### config.mk
export PLATFORM = sky130hd
export DESIGN_NAME = evt_target_timer
export DESIGN_NICKNAME = d
export VERILOG_FILES = /design/src/rtl/ett_pkg.sv /design/src/rtl/ett_regs.sv /design/src/rtl/ett_tick_gen.sv /design/src/rtl/ett_counter.sv /design/src/rtl/evt_target_timer.sv
export SDC_FILE = /design/constraint.sdc
export NUM_CORES = 1
export LEC_CHECK = 0
export ABC_AREA = 1
export BUFFER_PORTS_ARGS = -buffer_cell sky130_fd_sc_hd__buf_2
export CAP_MARGIN = 30
export CORE_AREA = 3 3 104 106
export CTS_CLUSTER_DIAMETER = 50
export CTS_CLUSTER_SIZE = 40
export DETAILED_ROUTE_END_ITERATION = 10
export DIE_AREA = 0 0 107 109
export PLACE_DENSITY = 0.94
export SYNTH_ARGS = -nofsm -noshare
export SYNTH_HDL_FRONTEND = slang
export SYNTH_SLANG_ARGS = --single-unit
### constraint.sdc
create_clock -name clk -period 7.8 [get_ports clk]
set_clock_uncertainty 0.15 [all_clocks]
set_input_delay 1.95 -clock clk [delete_from_list [all_inputs] [get_ports clk]]
set_output_delay 1.95 -clock clk [all_outputs]
set_load 0.005 [all_outputs]
### src/rtl/ett_pkg.sv
package ett_pkg;
   // Register index taken from byte-offset bits [3:2]
   typedef enum logic [1:0] {
      REG_CFG = 2'd0,
      REG_CTL = 2'd1,
      REG_TGT = 2'd2,
      REG_CNT = 2'd3
   } ett_reg_e;

   // Configuration word field positions
   localparam int CFG_CONT_BIT = 0;
   localparam int CFG_SRC_BIT  = 1;
   localparam int CFG_PRE_LSB  = 4;
   localparam int CFG_SEL_LSB  = 8;
   localparam int CFG_POL_BIT  = 14;
   localparam int CTL_EN_BIT   = 0;
endpackage

### src/rtl/ett_regs.sv
module ett_regs
   import ett_pkg::*;
#(
   parameter int CNT_W  = 16,
   parameter int SEL_W  = 6,
   parameter int PRE_W  = 4,
   parameter int DATA_W = 32
) (
   input  logic              clk,
   input  logic              rst_n,
   input  logic              wr_en,
   input  logic [3:0]        addr,
   input  logic [DATA_W-1:0] wdata,
   output logic [DATA_W-1:0] rdata,
   input  logic              hw_stop,
   input  logic [CNT_W-1:0]  cnt,
   output logic              cfg_cont,
   output logic              cfg_src,
   output logic [PRE_W-1:0]  cfg_pre,
   output logic [SEL_W-1:0]  cfg_sel,
   output logic              cfg_fall,
   output logic [CNT_W-1:0]  target,
   output logic              en_q,
   output logic              ctl_wr,
   output logic              start
);
   ett_reg_e idx;
   logic     cfg_wr, tgt_wr;
   logic     unused_ok;

   assign idx    = ett_reg_e'(addr[3:2]);
   assign cfg_wr = wr_en && (idx == REG_CFG);
   assign ctl_wr = wr_en && (idx == REG_CTL);
   assign tgt_wr = wr_en && (idx == REG_TGT);
   assign start  = ctl_wr && wdata[CTL_EN_BIT];
   assign unused_ok = ^{wdata, addr[1:0]};

   always_ff @(posedge clk or negedge rst_n) begin
      if (!rst_n) begin
         cfg_cont <= 1'b0;
         cfg_src  <= 1'b0;
         cfg_pre  <= '0;
         cfg_sel  <= '0;
         cfg_fall <= 1'b0;
         target   <= '0;
         en_q     <= 1'b0;
      end else begin
         if (cfg_wr) begin
            cfg_cont <= wdata[CFG_CONT_BIT];
            cfg_src  <= wdata[CFG_SRC_BIT];
            cfg_pre  <= wdata[CFG_PRE_LSB +: PRE_W];
            cfg_sel  <= wdata[CFG_SEL_LSB +: SEL_W];
            cfg_fall <= wdata[CFG_POL_BIT];
         end
         if (tgt_wr) target <= wdata[CNT_W-1:0];
         // software write wins over the one-shot hardware clear
         if (ctl_wr)       en_q <= wdata[CTL_EN_BIT];
         else if (hw_stop) en_q <= 1'b0;
      end
   end

   always_comb begin
      rdata = '0;
      unique case (idx)
         REG_CFG: begin
            rdata[CFG_CONT_BIT]             = cfg_cont;
            rdata[CFG_SRC_BIT]              = cfg_src;
            rdata[CFG_PRE_LSB +: PRE_W]     = cfg_pre;
            rdata[CFG_SEL_LSB +: SEL_W]     = cfg_sel;
            rdata[CFG_POL_BIT]              = cfg_fall;
         end
         REG_CTL: rdata[CTL_EN_BIT]   = en_q;
         REG_TGT: rdata[CNT_W-1:0]    = target;
         REG_CNT: rdata[CNT_W-1:0]    = cnt;
         default: rdata = '0;
      endcase
   end
endmodule

### src/rtl/ett_tick_gen.sv
module ett_tick_gen #(
   parameter int LINES     = 64,
   parameter int SEL_W     = 6,
   parameter int PRE_W     = 4,
   parameter int SELF_CODE = 54
) (
   input  logic             clk,
   input  logic             rst_n,
   input  logic [LINES-1:0] ev_bus,
   input  logic             src_ev,
   input  logic [SEL_W-1:0] sel,
   input  logic             fall,
   input  logic [PRE_W-1:0] pre,
   input  logic             en,
   input  logic             start,
   output logic             raw_tick,
   output logic             tick
);
   localparam int DIV_W = (1 << PRE_W) - 1;

   logic [LINES-1:0] bus_m;
   logic             cur, prev_q, edge_hit;
   logic [DIV_W-1:0] div_q;
   logic [DIV_W:0]   lim_w;
   logic             div_full;

   // the timer's own event line is blanked so it reads as "no event"
   generate
      if (SELF_CODE >= 0 && SELF_CODE < LINES) begin : g_mask
         always_comb begin
            bus_m            = ev_bus;
            bus_m[SELF_CODE] = 1'b0;
         end
      end else begin : g_nomask
         assign bus_m = ev_bus;
      end
   endgenerate

   assign cur      = bus_m[sel];
   assign edge_hit = fall ? (prev_q & ~cur) : (cur & ~prev_q);
   assign raw_tick = en & (src_ev ? edge_hit : 1'b1);

   assign lim_w    = ((DIV_W+1)'(1) << pre) - (DIV_W+1)'(1);
   assign div_full = ({1'b0, div_q} >= lim_w);
   assign tick     = raw_tick & div_full;

   always_ff @(posedge clk or negedge rst_n) begin
      if (!rst_n) begin
         prev_q <= 1'b0;
         div_q  <= '0;
      end else begin
         prev_q <= cur;
         if (start)         div_q <= '0;
         else if (raw_tick) div_q <= div_full ? '0 : div_q + 1'b1;
      end
   end
endmodule

### src/rtl/ett_counter.sv
module ett_counter #(
   parameter int CNT_W = 16
) (
   input  logic             clk,
   input  logic             rst_n,
   input  logic             start,
   input  logic             tick,
   input  logic             cont,
   input  logic [CNT_W-1:0] target,
   output logic [CNT_W-1:0] cnt_q,
   output logic             ev_o,
   output logic             hw_stop
);
   logic [CNT_W:0] inc;
   logic           reached, wrap;

   assign inc     = {1'b0, cnt_q} + 1'b1;
   // one-shot: a zero target is met by the first increment
   assign reached = (inc >= {1'b0, target});
   // continuous: targets below two pin the count at zero
   assign wrap    = (target < CNT_W'(2)) || (cnt_q >= target - CNT_W'(1));
   assign hw_stop = tick && !cont && reached;

   always_ff @(posedge clk or negedge rst_n) begin
      if (!rst_n) begin
         cnt_q <= '0;
         ev_o  <= 1'b0;
      end else if (start) begin
         cnt_q <= '0;
         ev_o  <= 1'b0;
      end else if (tick) begin
         if (cont) begin
            cnt_q <= wrap ? '0 : inc[CNT_W-1:0];
            ev_o  <= wrap;
         end else begin
            cnt_q <= inc[CNT_W-1:0];
            ev_o  <= reached;
         end
      end else begin
         ev_o <= 1'b0;
      end
   end
endmodule

### src/rtl/evt_target_timer.sv
module evt_target_timer #(
   parameter int CNT_W     = 16,
   parameter int LINES     = 64,
   parameter int PRE_W     = 4,
   parameter int DATA_W    = 32,
   parameter int SELF_CODE = 54
) (
   input  logic              clk,
   input  logic              rst_n,
   input  logic              bus_wr,
   input  logic [3:0]        bus_addr,
   input  logic [DATA_W-1:0] bus_wdata,
   output logic [DATA_W-1:0] bus_rdata,
   input  logic [LINES-1:0]  ev_bus,
   output logic              ev_o
);
   localparam int SEL_W = $clog2(LINES);

   generate
      if (SEL_W > 6 || (1 << SEL_W) != LINES)
         $error("LINES must be a power of two no larger than 64");
      if (PRE_W < 1 || PRE_W > 4)
         $error("PRE_W must lie in 1..4");
      if (CNT_W < 2 || CNT_W > DATA_W || DATA_W < 15)
         $error("CNT_W must lie in 2..DATA_W and DATA_W must be at least 15");
   endgenerate

   logic             cfg_cont, cfg_src, cfg_fall;
   logic [PRE_W-1:0] cfg_pre;
   logic [SEL_W-1:0] cfg_sel;
   logic [CNT_W-1:0] target, cnt_q;
   logic             en_q, ctl_wr, start, hw_stop, raw_tick, tick;

   ett_regs #(.CNT_W(CNT_W), .SEL_W(SEL_W), .PRE_W(PRE_W), .DATA_W(DATA_W)) u_regs (
      .clk(clk), .rst_n(rst_n), .wr_en(bus_wr), .addr(bus_addr),
      .wdata(bus_wdata), .rdata(bus_rdata), .hw_stop(hw_stop), .cnt(cnt_q),
      .cfg_cont(cfg_cont), .cfg_src(cfg_src), .cfg_pre(cfg_pre),
      .cfg_sel(cfg_sel), .cfg_fall(cfg_fall), .target(target),
      .en_q(en_q), .ctl_wr(ctl_wr), .start(start)
   );

   ett_tick_gen #(.LINES(LINES), .SEL_W(SEL_W), .PRE_W(PRE_W), .SELF_CODE(SELF_CODE)) u_tick (
      .clk(clk), .rst_n(rst_n), .ev_bus(ev_bus), .src_ev(cfg_src),
      .sel(cfg_sel), .fall(cfg_fall), .pre(cfg_pre), .en(en_q),
      .start(start), .raw_tick(raw_tick), .tick(tick)
   );

   ett_counter #(.CNT_W(CNT_W)) u_cnt (
      .clk(clk), .rst_n(rst_n), .start(start), .tick(tick),
      .cont(cfg_cont), .target(target), .cnt_q(cnt_q),
      .ev_o(ev_o), .hw_stop(hw_stop)
   );
endmodule

==> impl_metrics.py, run 1 <==
metrics = {
    "yosys": {
        "yosys_most_used_dff": "dfrtp_1",
        "ys_warn_count": 0,
        "syn_area_um2": 5970,
        "synth.area.mux_share": 0,
        "synth_top_area_share": 0.264,
        "synth_fa_ha_area_frac": 0.107,
        "synth_top_area_cell": "dfrtp_1",
        "synthXorXnorAreaFrac": 0.0572,
        "seq_area_frac_synth": 0.264,
        "synth-compound-area-share": 0.113,
        "synth_area_leaders": "dfrtp_1, nand2_1, ha_1",
        "yosys.cell_count.top_type": "nand2_1",
        "yosys_register_bits": 63,
        "synth_top_family_by_area": "simple AND/OR/NAND/NOR gates",
        "synthArstFlopShare": 1.00,
        "yosys-top-cells-count": "nand2_1, nand3_1, inv_1",
        "synth_edf_count": 0,
        "synth.distinct_cells": 38,
        "avgSynthCellArea_um2": 6.80,
        "synthCells": 878,
        "synth-simple-area-share": 0.331,
    },
    "clock_tree": {
        "hold_buffers": 0,
        "cts_tree": "yes",
        "clk_pin_slew_worst_paths_ns": 0.08,
        "clock_latency_ns": 0.37,
        "postCtsSetupRepairBufs": 0,
        "cts_buffers": 9,
        "root_buffer": "clkbuf_8",
        "htree_levels": 3,
        "max-clock-path-buffers": 2,
        "clock_sinks": 63,
        "ctsResizeCount": 0,
    },
    "global_route": {
        "grt_overflow": 0,
        "grt_max_degree": 64,
        "grt_pass1_vias": 5910,
        "grt_usage": 0.300,
        "grt_pass1_wl_mm": 27.8,
        "antenna_found_initial": 0,
    },
    "worst_hold_path": {
        "hp-start": "u_regs.target[1]$_DFFE_PN0P_",
        "hold-path-cell-count": 2,
        "hold_path.class": "reg -> reg",
        "holdPathEnd": "u_regs.target[1]$_DFFE_PN0P_",
    },
    "flow_run": {
        "cap_viol_max_count": 0,
    },
    "sta": {
        "finalHoldViolCount": 0,
        "worst_pin_slew_ns": 0.981,
        "setup_violations": 0,
        "relSlewSlack": 0.344,
        "slew_viol_final": 0,
        "fmax_mhz": 186,
        "tns_ns": 0,
        "rsz0062_at_grt": "no",
        "fin_crit_ns": 5.39,
        "period_share": 0.691,
    },
    "die": {
        "core_area_um2": 9860,
        "initial_core_util": 0.606,
        "die_x_um": 107,
        "die_area_um2": 11700,
        "die_y_um": 109,
        "design.portCount": 136,
        "rows": 36,
    },
    "critical_path": {
        "critPathArrivalTime_ns": 3.29,
        "end_kind": "output pin",
        "start_kind": "primary input",
        "r2r.worst_path.cells": 18,
        "r2r_end": "u_cnt.cnt_q[9]$_DFFE_PN0P_",
        "path_class": "in -> out",
        "crit_fanout": 14,
        "r2r-start": "u_regs.cfg_pre[3]$_DFFE_PN0P_",
        "regToRegSetupSlack_ns": 3.17,
        "required_ns": 5.70,
    },
    "routing": {
        "initialDrtViolationCount": 580,
        "ant_nets": 0,
        "drt_pre_antenna_iters": 5,
        "drc": 0,
        "viasPerCell": 5.72,
        "vias": 6248,
        "wl_mm": 16.9,
        "wire_per_inst_um": 15.5,
    },
    "cells_and_area": {
        "drive_above_1_share": 0.134,
        "num_antenna_cells": 0,
        "fin_util": 0.669,
        "num-fill-cells": 857,
        "nets": 1109,
        "area_delta_synth_final_pct": 10.5,
    },
    "pwr": {
        "power.leakage_uw": 0.00351,
        "pwr-share-clk": 0.271,
        "swShare": 0.407,
        "p_per_area_nw_per_um2": 176,
        "pwr-share-seq": 0.376,
        "p_comb_frac": 0.353,
        "internal_power_uw": 690,
        "p_switching_uw": 474,
        "ir_worst_vdd_uv": 153,
    },
    "place": {
        "gp_congestion": 0.953,
        "port_buffers": 100,
        "hpwl_mm": 12.6,
    },
    "outcome": {
        "status": "complete, no violations",
    },
}
layout by cell type (no fill, tap or decap), drive strengths merged:
master and count:
nand2 220, nand3 120, inv 108, buf 103
dfrtp 63, ha 51, o21ai 49, nor2 44
a21oi 43, xor2 35, nand4 31, nor3 17
conb 16, clkbuf 12, o221ai 10, nor4 7
o211ai 6, xnor2 4, clkinv 3, clkinvlp 3
o21bai 2, o22ai 2, nand3b 2, a21boi 2
o2111ai 1, a31oi 1, o21a 1, a211oi 1
nor3b 1, a21o 1, bufinv 1
metal layers:
| metal | up-vias | share of wire | global-route usage |
|---|---|---|---|
| met5 | - | 0 | 0 |
| met4 | 0 | 0.033 | 0.115 |
| met3 | 64 | 0.085 | 0.0592 |
| met2 | 296 | 0.50 | 0.518 |
| met1 | 2835 | 0.39 | 0.370 |
| li1 | 3053 | - | - |
power by group through the flow:
stage	Sequential (uW)	Combinational, uW	Clock [uW]
final	438	411	315
after global routing	445	471	330
after CTS	435	409	317
after detailed placement	441	404	0
after global placement	440	385	0
after floorplan	402	339	0
how the worst max path moves through the flow:
stage / startpoint / end / cells past startpoint
floorplan: bus_addr[3] / bus_rdata[2] / 5
global placement: bus_addr[3] / bus_rdata[1] / 5
detailed placement: bus_addr[3] / bus_rdata[1] / 5
CTS: bus_addr[3] / bus_rdata[1] / 5
global route: bus_addr[2] / bus_rdata[1] / 5
finish: bus_addr[3] / bus_rdata[1] / 5
flip-flops by register name, summed over array words and instances (netlist names):
| register | flops |
|---|---|
| u_tick.div_q | 15 |
| u_regs.en_q | 1 |
| u_tick.prev_q | 1 |
| u_regs.cfg_src | 1 |
| u_regs.target | 16 |
| u_cnt.cnt_q | 16 |
| u_regs.cfg_fall | 1 |
| u_regs.cfg_sel | 6 |
| u_cnt.ev_o | 1 |
| u_regs.cfg_pre | 4 |
| u_regs.cfg_cont | 1 |
critical path, cell delays in order:
cell and delay, ns:
buf_2 0.13, nor2_1 0.75, nand2_1 0.13, o211ai_1 0.16
buf_2 0.16
per-stage QoR:
stage          instances  hold slack (ns)  total power, uW  cell area [um2]  worst slack (ns)
2_1_floorplan        893            0.303              741             6030              3.08
3_3_place_gp        1076            0.320              825             6370              2.51
3_5_place_dp        1077            0.324              845             6380              2.50
4_1_cts             1093            0.342             1160             6600              2.46
5_1_grt             1093            0.409             1250             6600              2.31
6_report            1093            0.341             1160             6600              2.41
final cells by class:
| class | count | area, um2 | area share |
|---|---|---|---|
| multi-input cells | 667 | 3690 | 0.559 |
| flip-flops and latches | 63 | 1580 | 0.239 |
| repair buffers | 103 | 531 | 0.0803 |
| inverters | 111 | 422 | 0.0639 |
| well taps | 133 | 166 | 0.0252 |
| clock buffers | 12 | 165 | 0.0250 |
| clock inverters | 4 | 52.6 | 0.00796 |
cells by family (layout without fill, tap and decap cells):
| group | Yosys count | count (layout) |
|---|---|---|
| and+or+nand+nor | 442 | 442 |
| other | 1 | 16 |
| AOI/OAI and AO/OA | 119 | 119 |
| buffers and inverters | 163 | 230 |
| xor gates and xnor gates | 39 | 39 |
| adders and majority gates | 51 | 51 |
| DFF | 63 | 63 |
Power figures use the tool's default switching activity.
==> run 2: changes to the inputs <==
--- a/config.mk
+++ b/config.mk
@@ -8,12 +8,12 @@
 export ABC_AREA = 1
 export BUFFER_PORTS_ARGS = -buffer_cell sky130_fd_sc_hd__buf_2
 export CAP_MARGIN = 30
-export CORE_AREA = 3 3 104 106
+export CORE_AREA = 3 3 114 116
 export CTS_CLUSTER_DIAMETER = 50
 export CTS_CLUSTER_SIZE = 40
 export DETAILED_ROUTE_END_ITERATION = 10
-export DIE_AREA = 0 0 107 109
-export PLACE_DENSITY = 0.94
+export DIE_AREA = 0 0 117 119
+export PLACE_DENSITY = 0.84
 export SYNTH_ARGS = -nofsm -noshare
 export SYNTH_HDL_FRONTEND = slang
 export SYNTH_SLANG_ARGS = --single-unit
==> constraint.sdc (replaced) <==
create_clock -name clk -period 4.53 [get_ports clk]
set_clock_uncertainty 0.15 [all_clocks]
set_input_delay 1.1325 -clock clk [delete_from_list [all_inputs] [get_ports clk]]
set_output_delay 1.1325 -clock clk [all_outputs]
set_load 0.005 [all_outputs]
==> impl_metrics.py, run 2 (synthesized netlist as in run 1, its figures left out) <==
metrics = {
    "outcome": {
        "status": "complete, no violations",
    },
    "clock_tree": {
        "hold_buffers": 0,
        "postCtsSetupRepairBufs": 0,
        "cts_buffers": 9,
        "htree_levels": 3,
        "ctsResizeCount": 0,
        "cts_tree": "yes",
        "max-clock-path-buffers": 2,
        "clock_sinks": 63,
        "root_buffer": "clkbuf_16",
        "clk_pin_slew_worst_paths_ns": 0.05,
        "clock_latency_ns": 0.33,
    },
    "sta": {
        "finalHoldViolCount": 0,
        "fin_crit_ns": 4.16,
        "worst_pin_slew_ns": 0.898,
        "tns_ns": 0,
        "fmax_mhz": 240,
        "period_share": 0.918,
        "slew_viol_final": 0,
        "setup_violations": 0,
        "relSlewSlack": 0.400,
        "rsz0062_at_grt": "no",
    },
    "cells_and_area": {
        "fin_util": 0.565,
        "reg_top3": "u_cnt.cnt_q (16), u_regs.target (16), u_tick.div_q (15)",
        "area_delta_synth_final_pct": 13.6,
        "fin_area_um2": 6790,
        "num-fill-cells": 1161,
        "most-common-layout-cells": "nand2_1, nand3_1, inv_1",
        "drive_above_1_share": 0.140,
        "nets": 1117,
        "final_common_cell": "nand2_1",
        "num_antenna_cells": 0,
    },
    "routing": {
        "viasPerCell": 5.44,
        "wire_per_inst_um": 14.7,
        "drc": 0,
        "initialDrtViolationCount": 527,
        "wl_mm": 16.3,
        "vias": 6063,
        "drt_pre_antenna_iters": 5,
        "ant_nets": 0,
    },
    "global_route": {
        "grt_pass1_vias": 5754,
        "grt_pass1_wl_mm": 27.1,
        "grt_max_degree": 35,
        "grt_overflow": 0,
        "grt_usage": 0.240,
        "antenna_found_initial": 0,
    },
    "critical_path": {
        "crit_fanout": 17,
        "path_class": "reg -> reg",
        "r2r.worst_path.cells": 18,
        "start_kind": "flop",
        "end_kind": "flop",
        "critPathArrivalTime_ns": 4.22,
        "required_ns": 4.59,
    },
    "pwr": {
        "power.leakage_uw": 0.00360,
        "ir_worst_vdd_uv": 302,
        "p_per_area_nw_per_um2": 324,
        "power_uw": 2200,
    },
    "place": {
        "placed_cell_area_um2": 6470,
        "gp_congestion": 0.959,
        "port_buffers": 100,
        "hpwl_mm": 12.7,
    },
    "die": {
        "rows": 40,
        "die_x_um": 117,
        "die_y_um": 119,
        "core_area_um2": 12000,
        "design.portCount": 136,
        "initial_core_util": 0.497,
        "die_area_um2": 13900,
    },
    "flow_run": {
        "cap_viol_max_count": 0,
    },
    "worst_hold_path": {
        "hold-path-cell-count": 2,
        "hold_path.class": "reg -> reg",
    },
}
-- run 2: metal layers --
metal	GRT usage	routed length, um	share of wire
met1	0.312	7030	0.43
met2	0.402	8110	0.50
met3	0.0381	767	0.047
met5	0	0	0
met4	0.0803	422	0.026
-- run 2: final cells by class --
type	instances	area, um2	share of cell area
tap	147	184	0.0271
timing repair buffer	111	596	0.0878
clock buffer	12	246	0.0363
clock inverter	3	67.6	0.00996
multi-input combinational	667	3690	0.544
inverter	111	422	0.0621
sequential	63	1580	0.232
-- run 2: power breakdown --
| part | total [uW] | internal, uW | switching [uW] |
|---|---|---|---|
| logic | 717 | 272 | 445 |
| clock network | 737 | 494 | 244 |
| registers | 741 | 627 | 114 |
| total | 2200 | 1390 | 803 |
-- run 2: critical path: stages (launching register included) --
cell,delay (ns)
dfrtp_1,0.55
inv_1,0.12
nand3_1,0.13
ha_1,0.22
inv_1,0.08
a21oi_1,0.30
o21ai_0,0.26
o21bai_1,0.20
a21oi_1,0.07
a31oi_1,0.19
ha_1,0.27
nand3_1,0.13
inv_1,0.05
a211oi_1,0.29
nand3_1,0.20
nand2_1,0.14
clkinv_1,0.38
nand4_1,0.24
nand2_1,0.08
-- run 2: metrics by stage --
stage                     worst slack [ns]  hold WS [ns]  cells
after floorplan                      0.878         0.303    893
after global placement               0.562         0.322   1098
after detailed placement             0.461         0.330   1099
after CTS                            0.382         0.343   1114
after global routing               0.00793         0.400   1114
final                                0.371         0.347   1114
-- run 2: path summary, 6_finish.rpt --
path,start,end,slack [ns]
max,u_regs.cfg_pre[2]$_DFFE_PN0P_,u_cnt.cnt_q[10]$_DFFE_PN0P_,0.37
min,u_regs.target[1]$_DFFE_PN0P_,u_regs.target[1]$_DFFE_PN0P_,0.35
max reg2reg,u_regs.cfg_pre[2]$_DFFE_PN0P_,u_cnt.cnt_q[10]$_DFFE_PN0P_,0.37
min reg2reg,u_regs.target[1]$_DFFE_PN0P_,u_regs.target[1]$_DFFE_PN0P_,0.35
max in group asynchronous,rst_n,u_tick.div_q[14]$_DFFE_PN0P_,3.03
min in group asynchronous,rst_n,u_cnt.ev_o$_DFF_PN0_,0.51
